--- src/rtl/stripe_rx_pkg.sv ---
package stripe_rx_pkg;

    localparam int LANES = 4;

    typedef logic [1:0] lane_idx_t;

    typedef enum logic [1:0] {
        ACT_IDLE   = 2'd0,
        ACT_NORMAL = 2'd1,
        ACT_DROP   = 2'd2,
        ACT_REPEAT = 2'd3
    } issue_act_t;

    function automatic lane_idx_t lane_step(lane_idx_t p, logic [1:0] n);
        return lane_idx_t'(p + n);
    endfunction

endpackage

--- src/rtl/lane_fifo.sv ---
module lane_fifo #(
    parameter int WIDTH = 33,
    parameter int DEPTH = 8,
    localparam int AW   = $clog2(DEPTH),
    localparam int CW   = AW + 1
) (
    input  logic             clk,
    input  logic             rst,
    input  logic             push,
    input  logic [WIDTH-1:0] wdata,
    input  logic             pop,
    output logic [WIDTH-1:0] head,
    output logic             empty,
    output logic             full,
    output logic [CW-1:0]    count
);
    logic [WIDTH-1:0] mem [DEPTH];
    logic [CW-1:0]    wr_ptr, rd_ptr;

    assign count = wr_ptr - rd_ptr;
    assign empty = (count == '0);
    assign full  = (count == CW'(DEPTH));
    assign head  = mem[rd_ptr[AW-1:0]];

    always_ff @(posedge clk) begin
        if (rst) begin
            wr_ptr <= '0;
            rd_ptr <= '0;
        end else begin
            if (push) begin
                mem[wr_ptr[AW-1:0]] <= wdata;
                wr_ptr <= wr_ptr + 1'b1;
            end
            if (pop) rd_ptr <= rd_ptr + 1'b1;
        end
    end

    // the lane source never writes into a full FIFO
    p_no_overflow_r9: assert property (@(posedge clk) disable iff (rst) push |-> !full);
    // the combiner never reads an empty FIFO
    p_no_underflow_r3: assert property (@(posedge clk) disable iff (rst) pop |-> !empty);

endmodule

--- src/rtl/rate_ctrl.sv ---
module rate_ctrl #(
    parameter int CNT_W  = 6,
    parameter int HI_THR = 20,
    parameter int LO_THR = 6
) (
    input  logic             clk,
    input  logic             rst,
    input  logic             trunk_mode,
    input  logic [CNT_W-1:0] fill,
    input  logic             drop_done,
    input  logic             rep_done,
    output logic             drop_pend,
    output logic             rep_pend
);
    logic above, below;

    assign above = (fill > CNT_W'(HI_THR));
    assign below = (fill < CNT_W'(LO_THR));

    always_ff @(posedge clk) begin
        if (rst || trunk_mode) begin
            drop_pend <= 1'b0;
            rep_pend  <= 1'b0;
        end else begin
            if (above)          drop_pend <= 1'b1;
            else if (below)     drop_pend <= 1'b0;
            else if (drop_done) drop_pend <= 1'b0;

            if (below)          rep_pend <= 1'b1;
            else if (above)     rep_pend <= 1'b0;
            else if (rep_done)  rep_pend <= 1'b0;
        end
    end

    // never both requests at once
    p_excl_req_r6: assert property (@(posedge clk) disable iff (rst) !(drop_pend && rep_pend));
    // trunked mode leaves no central request pending
    p_trunk_idle_r7: assert property (@(posedge clk) disable iff (rst)
        trunk_mode |=> !drop_pend && !rep_pend);

endmodule

--- src/rtl/lane_select.sv ---
module lane_select
    import stripe_rx_pkg::*;
#(
    parameter int DATA_W = 32,
    localparam int WW    = DATA_W + 1
) (
    input  logic                       clk,
    input  logic                       rst,
    input  logic                       trunk_mode,
    input  logic [LANES-1:0][WW-1:0]   heads,
    input  logic [LANES-1:0]           empties,
    input  logic                       drop_pend,
    input  logic                       rep_pend,
    output logic [LANES-1:0]           pops,
    output logic                       drop_done,
    output logic                       rep_done,
    output logic                       out_valid,
    output logic [DATA_W-1:0]          out_data,
    output logic                       out_skip
);
    lane_idx_t  ptr, ptr_n, nxt, sel;
    logic       dwell, dwell_n;
    issue_act_t act;
    logic       head_skip;

    assign nxt       = lane_step(ptr, 2'd1);
    assign head_skip = heads[ptr][DATA_W];

    always_comb begin
        act     = ACT_IDLE;
        pops    = '0;
        sel     = ptr;
        ptr_n   = ptr;
        dwell_n = dwell;
        if (!empties[ptr]) begin
            if (!trunk_mode && !dwell && drop_pend && head_skip) begin
                if (!empties[nxt]) begin
                    act        = ACT_DROP;
                    sel        = nxt;
                    pops[ptr]  = 1'b1;
                    pops[nxt]  = 1'b1;
                    ptr_n      = lane_step(ptr, 2'd2);
                end
            end else if (!trunk_mode && !dwell && rep_pend && head_skip) begin
                act     = ACT_REPEAT;
                dwell_n = 1'b1;
            end else begin
                act       = ACT_NORMAL;
                pops[ptr] = 1'b1;
                ptr_n     = nxt;
                dwell_n   = 1'b0;
            end
        end
    end

    assign drop_done = (act == ACT_DROP);
    assign rep_done  = (act == ACT_REPEAT);

    always_ff @(posedge clk) begin
        if (rst) begin
            ptr       <= '0;
            dwell     <= 1'b0;
            out_valid <= 1'b0;
            out_data  <= '0;
            out_skip  <= 1'b0;
        end else begin
            ptr       <= ptr_n;
            dwell     <= dwell_n;
            out_valid <= (act != ACT_IDLE);
            out_data  <= heads[sel][DATA_W-1:0];
            out_skip  <= heads[sel][DATA_W];
        end
    end

    // reset leaves the pointer on lane 0 with no output
    p_reset_state_r1: assert property (@(posedge clk) rst |=> !out_valid && ptr == 2'd0);
    // an empty lane at the pointer stalls output and pointer
    p_stall_r3: assert property (@(posedge clk) disable iff (rst)
        empties[ptr] |=> !out_valid && ptr == $past(ptr));
    // trunked issue moves the pointer by exactly one lane
    p_trunk_step_r7: assert property (@(posedge clk) disable iff (rst)
        (trunk_mode && !empties[ptr]) |=> out_valid && ptr == lane_step($past(ptr), 2'd1));
    // a repeat issues a skip word and leaves the pointer in place
    p_repeat_hold_r5: assert property (@(posedge clk) disable iff (rst)
        rep_done |=> out_valid && out_skip && ptr == $past(ptr));
    // a repeat is never followed directly by another repeat or a drop
    p_no_double_r10: assert property (@(posedge clk) disable iff (rst)
        rep_done |=> !rep_done && !drop_done);
    // a drop advances the pointer by two lanes and still issues a word
    p_drop_step_r4: assert property (@(posedge clk) disable iff (rst)
        drop_done |=> out_valid && ptr == lane_step($past(ptr), 2'd2));
    // only skip words are repeated or dropped
    p_skip_only_r6: assert property (@(posedge clk) disable iff (rst)
        (drop_done || rep_done) |-> head_skip);

endmodule

--- src/rtl/stripe_rx_combiner.sv ---
module stripe_rx_combiner
    import stripe_rx_pkg::*;
#(
    parameter int DATA_W = 32,
    parameter int DEPTH  = 8,
    parameter int HI_THR = 20,
    parameter int LO_THR = 6,
    localparam int WW    = DATA_W + 1,
    localparam int LCW   = $clog2(DEPTH) + 1,
    localparam int CNT_W = $clog2(LANES * DEPTH + 1)
) (
    input  logic                      clk,
    input  logic                      rst,
    input  logic                      trunk_mode,
    input  logic [LANES-1:0]          lane_push,
    input  logic [LANES*DATA_W-1:0]   lane_data,
    input  logic [LANES-1:0]          lane_skip,
    output logic                      out_valid,
    output logic [DATA_W-1:0]         out_data,
    output logic                      out_skip
);
    logic [LANES-1:0][WW-1:0]  heads;
    logic [LANES-1:0]          empties, fulls, pops;
    logic [LANES-1:0][LCW-1:0] counts;
    logic [CNT_W-1:0]          fill;
    logic                      drop_pend, rep_pend, drop_done, rep_done;

    for (genvar i = 0; i < LANES; i++) begin : g_lane
        lane_fifo #(.WIDTH(WW), .DEPTH(DEPTH)) u_fifo (
            .clk   (clk),
            .rst   (rst),
            .push  (lane_push[i]),
            .wdata ({lane_skip[i], lane_data[i*DATA_W +: DATA_W]}),
            .pop   (pops[i]),
            .head  (heads[i]),
            .empty (empties[i]),
            .full  (fulls[i]),
            .count (counts[i])
        );
    end

    always_comb begin
        fill = '0;
        for (int i = 0; i < LANES; i++) fill = fill + CNT_W'(counts[i]);
    end

    rate_ctrl #(.CNT_W(CNT_W), .HI_THR(HI_THR), .LO_THR(LO_THR)) u_rate (
        .clk        (clk),
        .rst        (rst),
        .trunk_mode (trunk_mode),
        .fill       (fill),
        .drop_done  (drop_done),
        .rep_done   (rep_done),
        .drop_pend  (drop_pend),
        .rep_pend   (rep_pend)
    );

    lane_select #(.DATA_W(DATA_W)) u_sel (
        .clk        (clk),
        .rst        (rst),
        .trunk_mode (trunk_mode),
        .heads      (heads),
        .empties    (empties),
        .drop_pend  (drop_pend),
        .rep_pend   (rep_pend),
        .pops       (pops),
        .drop_done  (drop_done),
        .rep_done   (rep_done),
        .out_valid  (out_valid),
        .out_data   (out_data),
        .out_skip   (out_skip)
    );

    // a full lane is never written
    p_full_guard_r9: assert property (@(posedge clk) disable iff (rst)
        (|(lane_push & fulls)) == 1'b0);

endmodule

--- config.mk ---
export PLATFORM = sky130hd
export DESIGN_NAME = stripe_rx_combiner
export DESIGN_NICKNAME = d
export VERILOG_FILES = /design/src/rtl/stripe_rx_pkg.sv /design/src/rtl/lane_fifo.sv /design/src/rtl/rate_ctrl.sv /design/src/rtl/lane_select.sv /design/src/rtl/stripe_rx_combiner.sv
export SDC_FILE = /design/constraint.sdc
export NUM_CORES = 1
export LEC_CHECK = 0
export ABC_CLOCK_PERIOD_IN_PS = 6700
export CELL_PAD_IN_SITES_DETAIL_PLACEMENT = 1
export CELL_PAD_IN_SITES_GLOBAL_PLACEMENT = 1
export CORE_MARGIN = 4
export CORE_UTILIZATION = 54
export CTS_CLUSTER_DIAMETER = 40
export CTS_CLUSTER_SIZE = 12
export DETAILED_ROUTE_END_ITERATION = 8
export PLACE_DENSITY_LB_ADDON = 0.12
export SLEW_MARGIN = 20
export SYNTH_ARGS = -nofsm -noshare
export SYNTH_HDL_FRONTEND = slang
export SYNTH_SLANG_ARGS = --single-unit
export TNS_END_PERCENT = 100
--- constraint.sdc ---
create_clock -name clk -period 6.7 [get_ports clk]
set_input_delay 1.34 -clock clk [delete_from_list [all_inputs] [get_ports clk]]
set_output_delay 1.34 -clock clk [all_outputs]
set_load 0.005 [all_outputs]
==> results of run 1 <==
## cell type report
class | instances | area, um^2
antenna | 11 | 27.53
clock buffer | 165 | 3692
clock inverter | 88 | 1006
fill | 6634 | 29570
inverter | 47 | 176.4
multi-input combinational | 806 | 10950
sequential | 1139 | 33400
tap | 1070 | 1339
timing repair buffer | 220 | 2077
## Yosys cell counts (all sizes together) (15+ instances only)
| cell | n | area share [%] |
|---|---|---|
| xor2 | 15 | 0.29 |
| a21oi | 26 | 0.30 |
| dfxtp | 83 | 3.7 |
| inv | 47 | 0.39 |
| mux4 | 257 | 13 |
| nor3 | 19 | 0.24 |
| nand2 | 19 | 0.16 |
| nor2 | 45 | 0.38 |
| mux2 | 67 | 1.9 |
| nand3 | 17 | 0.19 |
| buf | 48 | 0.69 |
| mux2i | 150 | 3.3 |
| ha | 30 | 0.84 |
| edfxtp | 1056 | 71 |
| clkbuf | 61 | 0.51 |
| o22ai | 35 | 0.92 |
## worst max-delay path by stage
stage / startpoint / endpoint / slack, ps / cells after the start
floorplan: rst / g_lane[2].u_fifo.mem[1][0] / 1270 / 3
detailed placement: g_lane[2].u_fifo.wr_ptr[0] / u_rate.drop_pend / 2290 / 17
global placement: trunk_mode / u_sel.out_data[10] / 2490 / 7
global route: g_lane[2].u_fifo.wr_ptr[0] / u_rate.drop_pend / 2070 / 17
finish: g_lane[2].u_fifo.wr_ptr[0] / u_rate.drop_pend / 2320 / 17
CTS: g_lane[2].u_fifo.wr_ptr[0] / u_rate.drop_pend / 2310 / 17
## registers in the layout, summed over array words and instances, names as in the netlist, named ones only
register / count
u_sel.out_skip: 1
g_lane.u_fifo.wr_ptr: 16
u_sel.ptr: 2
u_sel.out_valid: 1
g_lane.u_fifo.rd_ptr: 16
g_lane.u_fifo.mem: 1056
u_rate.drop_pend: 1
u_sel.dwell: 1
u_sel.out_data: 32
u_rate.rep_pend: 1
## where the power goes
| part | leakage (nW) | total (mW) | internal, mW | switching, mW |
|---|---|---|---|---|
| clock network | 2.26 | 7.51 | 4.57 | 2.94 |
| registers | 10.2 | 8.24 | 7.99 | 0.258 |
| logic | 4.03 | 3.44 | 1.62 | 1.82 |
## per-stage QoR
stage                     instance area (um^2)  hold slack, ps  setup slack (ps)
after floorplan                          44840           469.5              1267
after global placement                   47930           480.0              2493
after detailed placement                 47930           501.7              2288
after CTS                                52630           513.3              2309
after global routing                     52650           538.0              2069
final                                    52670           508.1              2319
## cell families after synthesis
logic type,Yosys count
AO/OA/AOI/OAI,98
XOR/XNOR,23
adder cells (fa/ha/maj),42
buffers and inverters,156
flip-flops,1139
multiplexers,474
AND/OR/NAND/NOR,169
## metal layers
metal | vias up | share of wire (%) | wire length (um) | global-route usage (%)
met3 | 161 | 5.8 | 6232 | 5.235
met4 | 6 | 3.2 | 3374 | 8.728
li1 | 9193 | - | - | -
met5 | - | 0.038 | 41 | 0
met1 | 11420 | 40 | 42260 | 32.84
met2 | 590 | 51 | 54770 | 41.73
## critical path: cells and delay by family (launching register included)
kind / cells / cell delay, ps
fa+ha+maj: 6 / 2360
simple gates: 3 / 690
flops: 1 / 420
compound gates: 3 / 410
buf+inv: 5 / 400
==> run_results.csv, run 1 <==
group,metric,value,unit
setup_path,slowest_delay,530,ps
cts,clock_latency,720,ps
hold_path,hold_path_depth,2,
cts,cts_buffers,142,
yosys,synthAdderAreaFrac,1.373,%
setup_path,r2r_cells,17,
global_routing,antenna_found_initial,11,
cts,cts_sinks,1139,
timing,max_clock_freq,228.2,MHz
hold_path,hold_class,"flop to flop",
finish,syn_to_final_growth,17.44,%
setup_path,critPathMaxFanout,6,
routing,drt_iter0_markers,1896,
setup_path,cp_common_cell,"inv_1",
placed_design,place_inst,3282,
die,io_pins,173,
setup_path,cp.arrival,4990,ps
routing,antenna_left,0,
yosys,synth_mux_area_share,18.20,%
global_routing,grt_pass1_wl,156300,um
yosys,ys_warn_count,0,
routing,dr.pass1.iters,5,
timing,slew_viol_final,0,
yosys,synth_edf_count,1056,
power,p_leak,16.51,nW
setup_path,critPathCaptureType,"flop",
cts,htree_levels,4,
status,status,"completed",
timing,hold_viol_final,0,
setup_path,worstPathCellList,"inv_1, ha_1, fa_1, inv_1, fa_1, inv_1, fa_1, inv_1, ha_1, inv_1, fa_1, nor2b_1, o21ai_0, nand2b_1, a2111oi_0, or3b_2, a211oi_1",
power,power.total,19.19,mW
finish,stdcell_count,3546,
routing,vias_per_cell,6.025,
routing,avgRoutedWirePerCell,30.08,um
yosys,synth_cell_types,67,
timing,fin_setup_tns,0,ps
die,die_h,296.2,um
cts,cts.clk_slew.worst_paths,60,ps
timing,maxSlewHeadroom,29.42,%
global_routing,track_usage,24.88,%
die,start_util,54.53,%
finish,layout.nets,2537,
yosys,synth.net_count,2282,
cts,cts_hold_buffers,0,
yosys,synth_cells,2101,
finish,post-route-util,64.04,%
power,ir_worst_vdd,0.0002961,V
global_routing,grt_pass1_vias,22970,
die,core_area,82240,um^2
yosys,synth_flop_cell,"edfxtp_1",
setup_path,r2r_end,"u_rate.drop_pend",
cts,cts_tree,"done",
yosys,synth-compound-area-share,1.934,%
yosys,synthSimpleGateAreaFrac,2.034,%
timing,setup_violations,0,
setup_path,reg2reg_from,"g_lane[2].u_fifo.wr_ptr[0]",
routing,wirelength,106700,um
routing,vias,21370,
power,power.density,364.4,nW/um^2
timing,rsz0062_at_grt,"false",
die,core.rowCount,105,
routing,remaining_drc_errors,0,
placed_design,place.gp.congestion,0.7873,
placed_design,dp_hpwl,65440,um
setup_path,cp_data_required_time,7300,ps
yosys,avgSynthCellArea,21.34,um^2
finish,layout-drive-gt1-share,26.65,%
timing,tightest_slew,1059,ps
yosys,synth_seq_cells,1139,
setup_path,r2r_setup_slack,2320,ps
yosys,synth_top_family_by_area,"multiplexers",
setup_path,worstSetupStartpointType,"flop",
placed_design,port_buffers,172,
hold_path,holdPathEnd,"g_lane[0].u_fifo.rd_ptr[3]",
cts,clockRootBuffer,"clkbuf_16",
setup_path,crit_type,"flop to flop",
timing,period_needed,4381,ps
yosys,ys_seq_area_share,74.42,%
timing,min_period_over_period,65.39,%
yosys,synth-async-reset-ratio,0,%
finish,layout_commonest_cell,"edfxtp_1",
cts,clockBufferDepth,3,
setup_path,cp_slowest_cell,"fa_1",
yosys,synthXorXnorAreaFrac,0.4492,%
flow_run,max_cap_viol_count,0,
cts,postCtsSetupBuffers,0,
timing,fin_worst_skew,30.75,ps
die,die_x,296.2,um
global_routing,grt_max_degree,69,
yosys,synth.cell_area,44840,um^2
finish,final_cell_mix,"edfxtp_1, mux4_2, clkdlybuf4s50_1",
global_routing,gr-total-overflow,0,
die,die_area,87720,um^2
cts,ctsResizeCount,0,
hold_path,min-delay-start,"g_lane[0].u_fifo.rd_ptr[3]",
Power figures use the tool's default switching activity.
==> run 2: changes to the inputs <==
Settings changed: ABC_CLOCK_PERIOD_IN_PS 6700 to 4400.
Clock period 6.7 ns to 4.4 ns, I/O delays scaled along.
==> run_results.csv, run 2 (synthesized netlist as in run 1, its figures left out) <==
group,metric,value,unit
status,status,"completed",
setup_path,critPathBufInv,5,
cts,clock_latency,750,ps
timing,fin_worst_skew,25.35,ps
die,die_h,296.2,um
global_routing,grt_max_degree,65,
placed_design,port_buffers,172,
routing,vias_per_cell,6.049,
setup_path,cp_slowest_cell,"fa_1",
finish,n_fill_cell,6623,
timing,rsz0062_at_grt,"false",
cts,cts_tree,"done",
power,p_leak,16.86,nW
die,start_util,54.53,%
setup_path,cp_top_family,"adder cells",
hold_path,min-delay-start,"g_lane[1].u_fifo.rd_ptr[3]",
timing,hold_viol_final,0,
timing,min_period_over_period,95.13,%
timing,slew_viol_final,0,
routing,remaining_drc_errors,0,
routing,vias,21680,
timing,holdWs,504.9,ps
placed_design,place.gp.congestion,0.8028,
global_routing,grt_pass1_wl,161100,um
die,core_area,82240,um^2
setup_path,worstSetupStartpointType,"flop",
setup_path,slowest_delay,530,ps
routing,wirelength,110500,um
setup_path,reg2reg_from,"g_lane[2].u_fifo.wr_ptr[0]",
global_routing,grt_pass1_vias,23590,
power,power.density,565.0,nW/um^2
setup_path,crit_start,"g_lane[2].u_fifo.wr_ptr[0]",
cts,postCtsSetupBuffers,0,
routing,drt_iter0_markers,1772,
finish,post-route-util,64.80,%
finish,syn_to_final_growth,18.84,%
hold_path,hold_class,"flop to flop",
setup_path,r2r_end,"u_rate.drop_pend",
global_routing,gr-total-overflow,0,
finish,final_area,53290,um^2
finish,final_cell_mix,"edfxtp_1, mux4_2, clkdlybuf4s50_1",
finish,layout-drive-gt1-share,28.45,%
cts,cts_sinks,1139,
cts,cts.clk_slew.worst_paths,50,ps
cts,cts_buffers,148,
routing,antenna_left,0,
die,io_pins,173,
global_routing,track_usage,25.81,%
cts,htree_levels,4,
hold_path,holdPathEnd,"g_lane[1].u_fifo.rd_ptr[3]",
timing,maxSlewHeadroom,33.58,%
timing,period_needed,4186,ps
flow_run,max_cap_viol_count,0,
setup_path,r2r_cells,17,
cts,cts_hold_buffers,0,
setup_path,critPathCaptureType,"flop",
setup_path,cp_data_required_time,5050,ps
timing,tightest_slew,996.3,ps
setup_path,crit_type,"flop to flop",
cts,ctsResizeCount,0,
finish,largest_register_ffs,1056,
die,core.rowCount,105,
placed_design,dp_hpwl,68250,um
setup_path,critPathMaxFanout,6,
routing,dr.pass1.iters,5,
die,die_x,296.2,um
finish,layout.nets,2570,
setup_path,cp_common_cell,"inv_1",
cts,clockRootBuffer,"clkbuf_16",
global_routing,antenna_found_initial,18,
timing,setup_violations,0,
cts,clockBufferDepth,3,
setup_path,r2r_setup_slack,210,ps
hold_path,hold_path_depth,2,
timing,max_clock_freq,238.9,MHz
placed_design,placed_area,48200,um^2
die,die_area,87720,um^2
power,ir_worst_vdd,0.0004632,V
finish,layout_commonest_cell,"edfxtp_1",
setup_path,cp.arrival,4830,ps
timing,fin_setup_tns,0,ps
setup_path,worstPathCellList,"inv_1, ha_1, fa_1, inv_1, fa_1, inv_1, fa_1, inv_1, ha_1, inv_1, fa_1, nor2b_1, o21ai_0, nand2b_1, a2111oi_1, or3b_2, a211oi_1",
routing,avgRoutedWirePerCell,30.83,um
[run 2: cell types whose count changed in the layout (fill, tap and decap cells not counted), moves of 5 or more]
cell | previous run | this run
bufinv_16 | 15 | 20
inv_6 | 10 | 19
clkbuf_1 | 20 | 15
clkinv_1 | 18 | 10
clkbuf_16 | 144 | 152
buf_4 | 48 | 70
[run 2: worst reg2reg max path, cell delays in order (launching register included)]
cell and delay (ps):
dfxtp_2 380, inv_1 100, ha_1 220, fa_1 510
inv_1 70, fa_1 530, inv_1 50, fa_1 450
inv_1 70, ha_1 150, inv_1 70, fa_1 460
nor2b_1 120, o21ai_0 80, nand2b_1 110, a2111oi_1 70
or3b_2 440, a211oi_1 230
[run 2: area by class of cell]
cell class	count	area (um^2)	area share [%]
inverter	47	176.4	0.3310
clock buffer	169	3887	7.295
multi-input combinational	806	10960	20.56
antenna	11	27.53	0.05165
timing repair buffer	247	2333	4.379
tap	1070	1339	2.512
clock inverter	95	1169	2.193
sequential	1139	33400	62.67
[run 2: stage by stage]
step | instances | setup slack [ps] | power, mW
2_1_floorplan | 2101 | -567.3 | 16.27
3_3_place_gp | 3309 | 238.7 | 17.95
3_5_place_dp | 3309 | 128.4 | 18.12
4_1_cts | 3573 | 111.1 | 30.39
5_1_grt | 3575 | 14.73 | 31.30
6_report | 3584 | 214.2 | 30.11
[run 2: worst max path at each step]
stage	end	slack, ps	cells past startpoint
final	u_rate.drop_pend	210	17
after global routing	u_rate.drop_pend	10	17
after CTS	u_rate.drop_pend	110	17
after detailed placement	u_rate.drop_pend	130	17
after global placement	u_rate.drop_pend	240	17
after floorplan	g_lane[2].u_fifo.mem[0][0]	-570	3
[run 2: routing by layer]
metal  GRT usage (%)  vias up  share of wire [%]
met1           32.54    11490                 38
met2           42.65      688                 51
met5               0        -              0.080
met4           11.83       14                4.4
met3           6.613      197                6.9
li1                -     9294                  -
[run 2: power breakdown]
| part | internal (mW) | switching, mW | total (mW) |
|---|---|---|---|
| combinational | 2.54 | 2.94 | 5.48 |
| clock | 7.59 | 4.62 | 12.2 |
| sequential | 12.2 | 0.259 | 12.4 |
==> run 3: changes to the inputs <==
Settings changed: CAP_MARGIN set to 25.
==> run_results.csv, run 3 (synthesized netlist as in run 1, its figures left out) <==
group,metric,value,unit
status,status,"completed",
placed_design,dp_hpwl,68380,um
timing,slew_viol_final,0,
hold_path,hold_class,"flop to flop",
finish,syn_to_final_growth,18.50,%
die,die_h,296.2,um
timing,maxSlewHeadroom,30.41,%
timing,holdWs,503.9,ps
global_routing,gr-total-overflow,0,
global_routing,grt_pass1_wl,160100,um
finish,final_cell_mix,"edfxtp_1, mux4_2, clkdlybuf4s50_1",
timing,setup_violations,0,
setup_path,cp_slowest_cell,"fa_1",
setup_path,critPathMaxFanout,6,
setup_path,r2r_setup_slack,210,ps
cts,cts_buffers,147,
setup_path,cp.arrival,4820,ps
setup_path,r2r_cells,17,
routing,vias,21580,
setup_path,cp_data_required_time,5030,ps
routing,remaining_drc_errors,0,
die,start_util,54.53,%
cts,cts_tree,"done",
setup_path,reg2reg_from,"g_lane[2].u_fifo.wr_ptr[0]",
power,p_leak,16.77,nW
finish,largest_register_ffs,1056,
setup_path,slowest_delay,530,ps
cts,cts.clk_slew.worst_paths,50,ps
setup_path,r2r_end,"u_rate.drop_pend",
placed_design,port_buffers,172,
timing,min_period_over_period,95.27,%
placed_design,dp_slack,146.2,ps
timing,max_clock_freq,238.6,MHz
die,core.rowCount,105,
setup_path,crit_type,"flop to flop",
finish,layout_commonest_cell,"edfxtp_1",
finish,layout-drive-gt1-share,28.35,%
power,ir_worst_vdd,0.0003955,V
die,core_area,82240,um^2
routing,dr.pass1.iters,5,
cts,postCtsSetupBuffers,0,
cts,clockRootBuffer,"clkbuf_16",
placed_design,place.gp.congestion,0.8028,
global_routing,grt_pass1_vias,23320,
cts,cts_sinks,1139,
setup_path,worstPathCellList,"inv_1, ha_1, fa_1, inv_1, fa_1, inv_1, fa_1, inv_1, ha_1, inv_1, fa_1, nor2b_1, o21ai_0, nand2b_1, a2111oi_1, or3b_2, a211oi_1",
timing,tightest_slew,1015,ps
finish,n_fill_cell,6597,
die,die_x,296.2,um
power,power.density,557.7,nW/um^2
cts,clockBufferDepth,3,
global_routing,antenna_found_initial,18,
die,die_area,87720,um^2
timing,period_needed,4192,ps
global_routing,track_usage,25.46,%
finish,layout.nets,2571,
power,power.total,29.64,mW
cts,clock_latency,730,ps
timing,rsz0062_at_grt,"false",
setup_path,cp_common_cell,"inv_1",
setup_path,critical_path_depth,17,
routing,vias_per_cell,6.022,
setup_path,worstSetupStartpointType,"flop",
setup_path,cp-endpoint,"u_rate.drop_pend",
timing,fin_worst_skew,23.86,ps
routing,antenna_left,0,
routing,drt_iter0_markers,1916,
die,io_pins,173,
cts,cts_hold_buffers,0,
setup_path,critPathCaptureType,"flop",
setup_path,cp_top_family,"adder cells",
routing,avgRoutedWirePerCell,30.43,um
setup_path,crit_start,"g_lane[2].u_fifo.wr_ptr[0]",
timing,fin_ws,208.1,ps
setup_path,critPathBufInv,5,
cts,htree_levels,4,
routing,wirelength,109000,um
flow_run,max_cap_viol_count,0,
timing,hold_viol_final,0,
global_routing,grt_max_degree,65,
==> run 3: cell count changes in the layout (fill, tap and decap cells not counted), sizes merged <==
cell	before	now
inv	72	73
bufinv	20	12
clkbuf	169	166
clkinvlp	10	16
buf	76	78
clkinv	40	43
diode	11	9
==> run 3: metal layers <==
metal  global-route usage (%)  share of wire (%)
met1                    33.35                 39
met2                    43.97                 52
met3                    5.377                6.4
met4                    6.834                2.1
met5                        0              0.084
==> run 3: report_power, final <==
| group | internal (mW) | switching [mW] |
|---|---|---|
| Combinational | 2.55 | 2.93 |
| Clock | 7.04 | 4.71 |
| Sequential | 12.2 | 0.255 |
==> run 3: stage by stage <==
| step | TNS [ps] | cell area [um^2] | utilization [%] | std cells |
|---|---|---|---|---|
| floorplan | -149730 | 44850 | - | 2101 |
| global placement | 0 | 48200 | 58.60 | 3309 |
| detailed placement | 0 | 48220 | 58.63 | 3310 |
| CTS | 0 | 53090 | 64.55 | 3573 |
| global route | 0 | 53120 | 64.59 | 3575 |
| finish | 0 | 53140 | 64.62 | 3583 |
==> run 3: how the worst min path moves through the flow <==
stage | start | cells past startpoint | slack (ps) | end
finish | g_lane[0].u_fifo.rd_ptr[3] | 2 | 500 | g_lane[0].u_fifo.rd_ptr[3]
CTS | g_lane[0].u_fifo.rd_ptr[3] | 2 | 510 | g_lane[0].u_fifo.rd_ptr[3]
global placement | g_lane[0].u_fifo.rd_ptr[3] | 2 | 490 | g_lane[0].u_fifo.rd_ptr[3]
global route | g_lane[1].u_fifo.wr_ptr[0] | 2 | 550 | g_lane[1].u_fifo.wr_ptr[0]
floorplan | g_lane[0].u_fifo.rd_ptr[3] | 2 | 470 | g_lane[0].u_fifo.rd_ptr[3]
detailed placement | g_lane[0].u_fifo.rd_ptr[3] | 2 | 500 | g_lane[0].u_fifo.rd_ptr[3]
==> run 3: cell type report <==
| class | instances | area [um^2] | share of cell area, % |
|---|---|---|---|
| Clock buffer | 166 | 3791 | 7.134 |
| Multi-Input combinational cell | 806 | 10960 | 20.62 |
| Sequential cell | 1139 | 33400 | 62.85 |
| Tap cell | 1070 | 1339 | 2.519 |
| Inverter | 47 | 176.4 | 0.3320 |
| Clock inverter | 97 | 1080 | 2.032 |
| Antenna cell | 9 | 22.52 | 0.04238 |
| Timing Repair Buffer | 249 | 2377 | 4.473 |
==> run 3: tightest hold or removal path: stages (launching register included) <==
cell     delay, ps
dfxtp_1        320
o21ai_0         70
a21oi_1         60
==> run 3: timing repair <==
action | 4_1_cts | 5_1_grt
endpoints found under the setup margin | 0 | 2
hold endpoints to repair | 0 | 0
gates resized for setup | 0 | 4
